--- src/rtl/cap_pkg.sv ---
package cap_pkg;
  localparam int DATA_W   = 32;
  localparam int TAG_W    = 19;
  localparam int TAG_LSB  = 10;
  localparam int ENT_W    = TAG_W + 2;
  localparam int IC_ENT_W = TAG_W + 1;

  localparam logic [7:0] WIN_IC_TAG = 8'hF0;
  localparam logic [7:0] WIN_IC_DAT = 8'hF1;
  localparam logic [7:0] WIN_OC_TAG = 8'hF4;
  localparam logic [7:0] WIN_OC_DAT = 8'hF5;

  localparam logic [1:0] SIZE_WORD = 2'd2;

  typedef enum logic [2:0] {
    TGT_NONE,
    TGT_IC_TAG,
    TGT_IC_DAT,
    TGT_OC_TAG,
    TGT_OC_DAT
  } tgt_e;

  typedef struct packed {
    logic             dirty;
    logic             valid;
    logic [TAG_W-1:0] tag;
  } tag_ent_t;

  typedef enum logic [1:0] {
    ST_IDLE,
    ST_EXEC,
    ST_WBWAIT
  } cap_state_e;
endpackage

--- src/rtl/cap_decode.sv ---
module cap_decode
  import cap_pkg::*;
#(
  parameter int OC_IW  = 9,
  parameter int IC_IW  = 8,
  parameter int WORD_W = 3
) (
  input  logic [31:0]       addr,
  input  logic [1:0]        size,
  output tgt_e              tgt,
  output logic              size_ok,
  output logic              assoc,
  output logic              is_oc,
  output logic [OC_IW-1:0]  oc_idx,
  output logic [IC_IW-1:0]  ic_idx,
  output logic [WORD_W-1:0] word
);
  localparam int IDX_LSB = WORD_W + 2;

  logic unused_addr;
  assign unused_addr = ^addr;

  always_comb begin
    case (addr[31:24])
      WIN_IC_TAG: tgt = TGT_IC_TAG;
      WIN_IC_DAT: tgt = TGT_IC_DAT;
      WIN_OC_TAG: tgt = TGT_OC_TAG;
      WIN_OC_DAT: tgt = TGT_OC_DAT;
      default:    tgt = TGT_NONE;
    endcase
  end

  assign size_ok = (size == SIZE_WORD);
  assign assoc   = addr[3];
  assign is_oc   = (tgt == TGT_OC_TAG) || (tgt == TGT_OC_DAT);
  assign oc_idx  = addr[IDX_LSB +: OC_IW];
  assign ic_idx  = addr[IDX_LSB +: IC_IW];
  assign word    = addr[2 +: WORD_W];
endmodule

--- src/rtl/cap_tag_update.sv ---
module cap_tag_update
  import cap_pkg::*;
(
  input  logic              is_oc,
  input  logic              assoc,
  input  logic [DATA_W-1:0] wdata,
  input  tag_ent_t          cur,
  output logic              commit,
  output logic              need_wb,
  output tag_ent_t          nxt
);
  logic [TAG_W-1:0] wtag;
  logic             hit;
  logic             unused_wdata;

  assign wtag         = wdata[TAG_LSB +: TAG_W];
  assign hit          = cur.valid && (cur.tag == wtag);
  assign unused_wdata = ^wdata;

  always_comb begin
    commit  = 1'b0;
    need_wb = 1'b0;
    nxt     = cur;
    if (!assoc) begin
      commit    = 1'b1;
      nxt.tag   = wtag;
      nxt.valid = wdata[0];
      nxt.dirty = is_oc ? wdata[1] : 1'b0;
      need_wb   = is_oc && cur.valid && cur.dirty;
    end else if (hit) begin
      commit    = 1'b1;
      nxt.tag   = cur.tag;
      nxt.valid = wdata[0];
      nxt.dirty = is_oc ? wdata[1] : 1'b0;
      need_wb   = is_oc && cur.dirty && (wdata[1:0] != 2'b00);
    end
  end
endmodule

--- src/rtl/cap_ctrl.sv ---
module cap_ctrl
  import cap_pkg::*;
(
  input  logic              clk,
  input  logic              rst_n,
  input  logic              acc_valid,
  output logic              acc_ready,
  output logic              acc_done,
  output logic [DATA_W-1:0] acc_rdata,
  input  logic              req_write,
  input  logic              req_legal,
  input  logic              req_is_tag,
  input  logic [DATA_W-1:0] rd_value,
  input  logic              need_wb,
  input  logic              commit,
  input  logic              wb_ack,
  output logic              wb_req,
  output logic              tag_we,
  output logic              dat_we,
  output logic              latch_en
);
  cap_state_e        state_q, state_d;
  logic              finish;
  logic              done_q;
  logic [DATA_W-1:0] rdata_q, rdata_d;

  always_comb begin
    state_d  = state_q;
    tag_we   = 1'b0;
    dat_we   = 1'b0;
    wb_req   = 1'b0;
    finish   = 1'b0;
    latch_en = 1'b0;
    rdata_d  = req_write ? '0 : rd_value;
    case (state_q)
      ST_IDLE: begin
        if (acc_valid) begin
          latch_en = 1'b1;
          state_d  = ST_EXEC;
        end
      end
      ST_EXEC: begin
        if (req_write && req_legal && req_is_tag && need_wb) begin
          state_d = ST_WBWAIT;
        end else begin
          finish  = 1'b1;
          state_d = ST_IDLE;
          if (req_write && req_legal) begin
            if (req_is_tag) tag_we = commit;
            else            dat_we = 1'b1;
          end
        end
      end
      ST_WBWAIT: begin
        wb_req = 1'b1;
        if (wb_ack) begin
          tag_we  = commit;
          finish  = 1'b1;
          state_d = ST_IDLE;
        end
      end
      default: state_d = ST_IDLE;
    endcase
  end

  always_ff @(posedge clk or negedge rst_n) begin
    if (!rst_n) begin
      state_q <= ST_IDLE;
      done_q  <= 1'b0;
      rdata_q <= '0;
    end else begin
      state_q <= state_d;
      done_q  <= finish;
      if (finish) rdata_q <= rdata_d;
    end
  end

  assign acc_ready = (state_q == ST_IDLE);
  assign acc_done  = done_q;
  assign acc_rdata = rdata_q;
endmodule

--- src/rtl/cache_array_port.sv ---
module cache_array_port
  import cap_pkg::*;
#(
  parameter int OC_LINES   = 512,
  parameter int IC_LINES   = 256,
  parameter int LINE_WORDS = 8
) (
  input  logic                          clk,
  input  logic                          rst_n,
  input  logic                          acc_valid,
  input  logic                          acc_write,
  input  logic [1:0]                    acc_size,
  input  logic [31:0]                   acc_addr,
  input  logic [DATA_W-1:0]             acc_wdata,
  output logic                          acc_ready,
  output logic                          acc_done,
  output logic [DATA_W-1:0]             acc_rdata,
  output logic [$clog2(OC_LINES)-1:0]   arr_idx,
  output logic [$clog2(LINE_WORDS)-1:0] arr_word,
  input  logic [IC_ENT_W-1:0]           ic_tag_rd,
  input  logic [ENT_W-1:0]              oc_tag_rd,
  input  logic [DATA_W-1:0]             ic_dat_rd,
  input  logic [DATA_W-1:0]             oc_dat_rd,
  output logic [ENT_W-1:0]              tag_wd,
  output logic [DATA_W-1:0]             dat_wd,
  output logic                          ic_tag_we,
  output logic                          oc_tag_we,
  output logic                          ic_dat_we,
  output logic                          oc_dat_we,
  output logic                          wb_req,
  output logic [$clog2(OC_LINES)-1:0]   wb_idx,
  input  logic                          wb_ack
);
  localparam int OC_IW  = $clog2(OC_LINES);
  localparam int IC_IW  = $clog2(IC_LINES);
  localparam int WORD_W = $clog2(LINE_WORDS);

  // Request held for the duration of the access
  logic [31:0]       addr_q;
  logic [DATA_W-1:0] wdata_q;
  logic              write_q;
  logic [1:0]        size_q;
  logic              latch_en;

  always_ff @(posedge clk or negedge rst_n) begin
    if (!rst_n) begin
      addr_q  <= '0;
      wdata_q <= '0;
      write_q <= 1'b0;
      size_q  <= '0;
    end else if (latch_en) begin
      addr_q  <= acc_addr;
      wdata_q <= acc_wdata;
      write_q <= acc_write;
      size_q  <= acc_size;
    end
  end

  tgt_e              tgt;
  logic              size_ok, assoc, is_oc;
  logic [OC_IW-1:0]  oc_idx;
  logic [IC_IW-1:0]  ic_idx;
  logic [WORD_W-1:0] word;

  cap_decode #(.OC_IW(OC_IW), .IC_IW(IC_IW), .WORD_W(WORD_W)) u_dec (
    .addr    (addr_q),
    .size    (size_q),
    .tgt     (tgt),
    .size_ok (size_ok),
    .assoc   (assoc),
    .is_oc   (is_oc),
    .oc_idx  (oc_idx),
    .ic_idx  (ic_idx),
    .word    (word)
  );

  assign arr_idx  = is_oc ? oc_idx : OC_IW'(ic_idx);
  assign arr_word = word;
  assign wb_idx   = arr_idx;

  tag_ent_t cur_ent, nxt_ent;
  logic     commit, need_wb;

  assign cur_ent = is_oc ? tag_ent_t'(oc_tag_rd) : tag_ent_t'({1'b0, ic_tag_rd});

  cap_tag_update u_tag (
    .is_oc   (is_oc),
    .assoc   (assoc),
    .wdata   (wdata_q),
    .cur     (cur_ent),
    .commit  (commit),
    .need_wb (need_wb),
    .nxt     (nxt_ent)
  );

  // Read formatting: tag in [28:10], dirty in bit 1, valid in bit 0
  logic [DATA_W-1:0] rd_value;
  always_comb begin
    rd_value = '0;
    if (size_ok) begin
      case (tgt)
        TGT_IC_TAG, TGT_OC_TAG: begin
          rd_value[TAG_LSB +: TAG_W] = cur_ent.tag;
          rd_value[1]                = cur_ent.dirty;
          rd_value[0]                = cur_ent.valid;
        end
        TGT_IC_DAT: rd_value = ic_dat_rd;
        TGT_OC_DAT: rd_value = oc_dat_rd;
        default:    rd_value = '0;
      endcase
    end
  end

  logic req_legal, req_is_tag, tag_we, dat_we;
  assign req_legal  = size_ok && (tgt != TGT_NONE);
  assign req_is_tag = (tgt == TGT_IC_TAG) || (tgt == TGT_OC_TAG);

  cap_ctrl u_ctrl (
    .clk        (clk),
    .rst_n      (rst_n),
    .acc_valid  (acc_valid),
    .acc_ready  (acc_ready),
    .acc_done   (acc_done),
    .acc_rdata  (acc_rdata),
    .req_write  (write_q),
    .req_legal  (req_legal),
    .req_is_tag (req_is_tag),
    .rd_value   (rd_value),
    .need_wb    (need_wb),
    .commit     (commit),
    .wb_ack     (wb_ack),
    .wb_req     (wb_req),
    .tag_we     (tag_we),
    .dat_we     (dat_we),
    .latch_en   (latch_en)
  );

  assign tag_wd    = nxt_ent;
  assign dat_wd    = wdata_q;
  assign ic_tag_we = tag_we && (tgt == TGT_IC_TAG);
  assign oc_tag_we = tag_we && (tgt == TGT_OC_TAG);
  assign ic_dat_we = dat_we && (tgt == TGT_IC_DAT);
  assign oc_dat_we = dat_we && (tgt == TGT_OC_DAT);
endmodule

--- config.mk ---
export PLATFORM = sky130hd
export DESIGN_NAME = cache_array_port
export DESIGN_NICKNAME = d
export VERILOG_FILES = /design/src/rtl/cap_pkg.sv /design/src/rtl/cap_decode.sv /design/src/rtl/cap_tag_update.sv /design/src/rtl/cap_ctrl.sv /design/src/rtl/cache_array_port.sv
export SDC_FILE = /design/constraint.sdc
export NUM_CORES = 1
export LEC_CHECK = 0
export ABC_AREA = 1
export BUFFER_PORTS_ARGS = -buffer_cell sky130_fd_sc_hd__clkbuf_2
export CORE_UTILIZATION = 30
export DETAILED_ROUTE_END_ITERATION = 6
export PLACE_DENSITY = 0.59
export SLEW_MARGIN = 20
export SYNTH_ARGS = -nofsm -noshare
export SYNTH_HDL_FRONTEND = slang
export SYNTH_HIERARCHICAL = 1
export SYNTH_SLANG_ARGS = --single-unit
--- constraint.sdc ---
create_clock -name clk -period 5 [get_ports clk]
set_input_delay 0.5 -clock clk [delete_from_list [all_inputs] [get_ports clk]]
set_output_delay 0.5 -clock clk [all_outputs]
set_load 0.02 [all_outputs]
# [Word-level counts from Yosys, hierarchy flattened]
# Cells that the tools add are included.
[totals] register_bits=102 inputBits=176 output_inout_bits=113 wordCells=76
[classes] n_eq_ne=14 n_mux=35 n_reduce_logical=20
[op_table] cell="two-way mux 32 bit" count=2
[op_table] cell="two-way mux 21 bit" count=3
[op_table] cell="one-hot mux 19 bit (3 select lines)" count=1
[op_table] cell="== test 8 bit, second input constant" count=4
[op_table] cell="== test 19 bit" count=1
[op_table] cell="two-way mux 1 bit" count=18
[op_table] cell="one-hot mux 8 bit (2 select lines)" count=1
[op_table] cell="logical AND 1 bit" count=13
[op_table] cell="one-hot mux 2 bit (3 select lines)" count=2
[op_table] cell="one-hot mux 3 bit (4 select lines)" count=1
[op_table] cell="two-way mux 9 bit" count=1
[op_table] cell="== test 3 x 2 -> 1 bit, second input constant" count=2
[op_table] cell="two-way mux 2 bit" count=3
[op_table] cell="one-hot mux 3 bit (2 select lines)" count=1
[op_table] cell="== test 2 bit, second input constant" count=2
[op_table] cell="!= test 2 bit, second input constant" count=2
[op_table] cell="one-hot mux 1 bit (2 select lines)" count=2
[op_table] cell="== test 3 x 1 -> 1 bit, second input constant" count=1
[op_table] cell="== test 3 bit, second input constant" count=1
[op_table] cell="nonzero test 3 bit" count=1
[op_table] cell="== test 2 x 1 -> 1 bit, second input constant" count=1
[op_table] cell="zero test 2 bit" count=1
[op_table] cell="logical OR 1 bit" count=2
[op_table] cell="AND reduction 2 bit" count=1
[op_table] cell="2 further kinds" count=2

# [Logic depth before layout (Yosys ltp)]
[depth] depth_word=14 depth_mapped=25 ltp_nobuf=23

# [Cells and area by module]
# The synthesis kept the hierarchy.
[modules_own_cells] mod="cache_array_port" instances=1 cells_each=438 area_each_um2=3792.4 seq_area_each_um2=1676.6
[modules_own_cells] mod="cap_ctrl" instances=1 cells_each=239 area_each_um2=1813.0 seq_area_each_um2=875.8
[modules_own_cells] mod="cap_tag_update" instances=1 cells_each=154 area_each_um2=659.4 seq_area_each_um2=0.0
[modules_own_cells] mod="cap_decode" instances=1 cells_each=45 area_each_um2=252.7 seq_area_each_um2=0.0

# [Worst setup path before layout]
# No wires, ideal clock.
[synth_timing] kind="flip-flop to output port" start="reg addr_q[25]" end="out ic_tag_we" t_arrival_ns=2.743 required_ns=4.500 path_slack_ns=1.757 path_stages_with_launch=24 path_buffers=2 path_cell_list="dfrtp_1 -> inv_2 -> nand2_1 -> nor2_1 -> nand2_1 -> nand2_1 -> clkbuf_1 -> nand2_1 -> nand2_1 -> inv_1 -> nand2_1 -> nand2_1 -> nand3_1 -> nor2_2 -> nand3_2 -> a21oi_1 -> nand4_1 -> nand2_1 -> nand2_4 -> nand2_8 -> buf_8 -> nor2_1 -> inv_1 -> nor3_1"
[synth_lines] element="from (decl)" line_no="cache_array_port.sv:39" text="logic [31:0] addr_q;"
[synth_lines] element="from (signal assigned)" line_no="cache_array_port.sv:52" text="addr_q <= acc_addr;"
[synth_lines] element="to (decl)" line_no="cache_array_port.sv:26" text="output logic ic_tag_we,"

==> results.sh <==
export IMPL_die_area_sq_um=20800
export IMPL_drt_initial_drc_count=271
export IMPL_number_of_max_capacitance_violations_reported=0
export IMPL_clock_insertion_delay_worst_skew_ps=350
export IMPL_maxClockFrequency_mhz=230
export IMPL_post_drt_wl_per_cell_microns=14.9
export IMPL_final_period_utilization_pct=86.8
export IMPL_io_buffer_count=276
export IMPL_share_seq_of_total_power_pct=30.3
export IMPL_layout_min_cycle_time_ps=4340
export IMPL_sw_frac_of_total_pct=46.9
export IMPL_drc=0
export IMPL_detailedPlace_worstSlack_ps=923
export IMPL_num_vias=6106
export IMPL_tritoncts="built"
export IMPL_cts_hold_repair_buffers=0
export IMPL_critPathSlowestCell="dfrtp_1"
export IMPL_gate_family_responsible_for_the_most_delay_along_the_worst_path="simple AND/OR/NAND/NOR gates"
export IMPL_static_leakage_power_nw=4.33
export IMPL_path_buf_inv=5
export IMPL_start_util_pct=30.9
export IMPL_area_growth_syn_to_layout_pct=26.4
export IMPL_route_detailed_vias_per_inst=4.56
export IMPL_finalNetCount=1251
export IMPL_design_core_area_sq_um=19700
export IMPL_cts_repair_resized=0
export IMPL_final_cell_area_sq_um=7690
export IMPL_hold_path_class="primary input to asynchronous set/reset pin"
export IMPL_cp_required_ps=4500
export IMPL_htree_levels=3
export IMPL_cts_clk_slew_worst_paths_ps=70
export IMPL_ctsLongestPathBuffers=2
export IMPL_most_common_cell_after_layout_fill_and_taps_aside="nand2_1"
export IMPL_timing_critical_path_cells="inv_2 -> nand2_1 -> nor2_1 -> nand2_1 -> nand2_1 -> buf_4 -> nand2_1 -> nand2_1 -> inv_1 -> nand2_1 -> nand2_1 -> nor2_1 -> nand2_1 -> nor2_2 -> nand3_2 -> a21oi_1 -> nand4_1 -> nand2_1 -> nand2_4 -> nand2_8 -> nor2_1 -> inv_1 -> nor3_1 -> clkbuf_2"
export IMPL_finalClockSkew_ps=6.80
export IMPL_rsz_0062_raised_after_global_routing="false"
export IMPL_synth_fp_nets=1032
export IMPL_syn_mean_instance_area_sq_um=7.14
export IMPL_share_comb_of_total_power_pct=51.0
export IMPL_dieHeight_microns=144
export IMPL_cts_buffers=9
export IMPL_syn_cell_area_sq_um=6080
export IMPL_critical_path_arrival_ps=3840
export IMPL_drt_total_wl_microns=20000
export IMPL_vias_in_the_first_global_route=5560
export IMPL_synth_warning_count=6
export IMPL_final_antenna_net_count=0
export IMPL_final_setup_worst_slack_ps=661
export IMPL_internal_power_mw=2.04
export IMPL_startpoint_type="flop"
export IMPL_net_sw_power_mw=1.80
export IMPL_critical_path_peak_fanout=34
export IMPL_critPathCaptureType="output port"
export IMPL_critical_path_max_stage_delay_ps=380
export IMPL_maximum_number_of_pins_on_one_net_before_global_route_repair=48
export IMPL_insertedDiodeCount=0
export IMPL_placed_cells=1325
export IMPL_timing_hold_violations_final=0
export IMPL_detailed_place_area_sq_um=7380
export IMPL_fin_tns_setup_ps=0
export IMPL_final_cells=1340
export IMPL_share_clk_of_total_power_pct=18.6
export IMPL_timing_worst_setup_path_type="flop to output port"
export IMPL_grt_first_pass_wirelength_microns=29900
export IMPL_max_slew_worst_pin_slew_ps=980
export IMPL_filler_cell_count=2152
export IMPL_die_w_microns=144
export IMPL_netlist_instances=852
export IMPL_global_route_overflow_total=0
export IMPL_count_of_pins_over_their_slew_limit=0
export IMPL_detail_route_first_pass_iterations=5
export IMPL_cts_setup_buffers=0
export IMPL_core_rowCount=51
export IMPL_top_level_ports=289
export IMPL_maxSlewHeadroom_pct=34.2
export IMPL_timing_final_setup_violations=0
export IMPL_cts_root_buf="clkbuf_16"
export IMPL_antenna_violations_before_repair=2
export IMPL_ir_drop_worst_vdd_uv=266
export IMPL_cts_sinks=90
export IMPL_drive_gt1_share_pct=35.6
export IMPL_gp_routability_congestion=0.814
export IMPL_run_status="complete, no violations"
export IMPL_layout_core_utilization_pct=39.1
export IMPL_layout_cells_most_common_list="nand2_1, clkbuf_2, inv_1"
export IMPL_place_hpwl_microns=15000
export IMPL_power_density_nw_per_um2=499
export IMPL_crit_top_cell="nand2_1"
export IMPL_grt_total_usage_pct=19.0
registers in the layout, indices dropped and copies added (netlist names):
signal            count
u_ctrl/state_q        2
u_ctrl/acc_done       1
size_q                2
dat_wd               32
u_ctrl/acc_rdata     32
write_q               1
addr_q               20
power groups by stage:
stage / Clock (mW) / Combinational, mW / Sequential [mW]
CTS: 0.743 / 1.98 / 1.17
finish: 0.715 / 1.96 / 1.17
detailed placement: 0 / 1.97 / 1.18
global placement: 0 / 1.96 / 1.17
global route: 0.764 / 2.13 / 1.21
floorplan: 0 / 1.38 / 1.30
area by class of cell:
type | count | area, sq um | area share [%]
Timing Repair Buffer | 287 | 1470 | 19.1
Tap cell | 265 | 332 | 4.31
Multi-Input combinational cell | 575 | 2930 | 38.1
Inverter | 108 | 405 | 5.27
Sequential cell | 90 | 2250 | 29.3
Clock buffer | 10 | 239 | 3.11
Clock inverter | 5 | 62.6 | 0.814
through the flow:
step	power (mW)	hold slack [ps]
2_1_floorplan	2.68	204
3_3_place_gp	3.13	456
3_5_place_dp	3.16	460
4_1_cts	3.89	166
5_1_grt	4.10	194
6_report	3.84	147
metal layers:
layer	GRT usage, %	up-vias	part of all wire [%]
met5	0	-	0.12
met2	32.6	207	48
met4	5.43	4	1.3
met1	24.2	2814	44
met3	3.58	18	5.9
li1	-	3063	-
worst paths after layout:
| check | from | end | slack (ps) | depth (start not counted) |
|---|---|---|---|---|
| min in group clk | acc_addr[5] | addr_q[5] | 380 | 2 |
| worst max-delay path | addr_q[25] | ic_tag_we | 660 | 24 |
| worst min-delay path | rst_n | u_ctrl/acc_rdata[23] | 150 | 1 |
| worst min register to register | u_ctrl/acc_rdata[20] | u_ctrl/acc_rdata[20] | 470 | 2 |
| max in group asynchronous | rst_n | dat_wd[5] | 3780 | 2 |
| worst max register to register | addr_q[25] | u_ctrl/acc_rdata[9] | 1630 | 22 |
No activity file was read; power rests on OpenSTA's default activity.
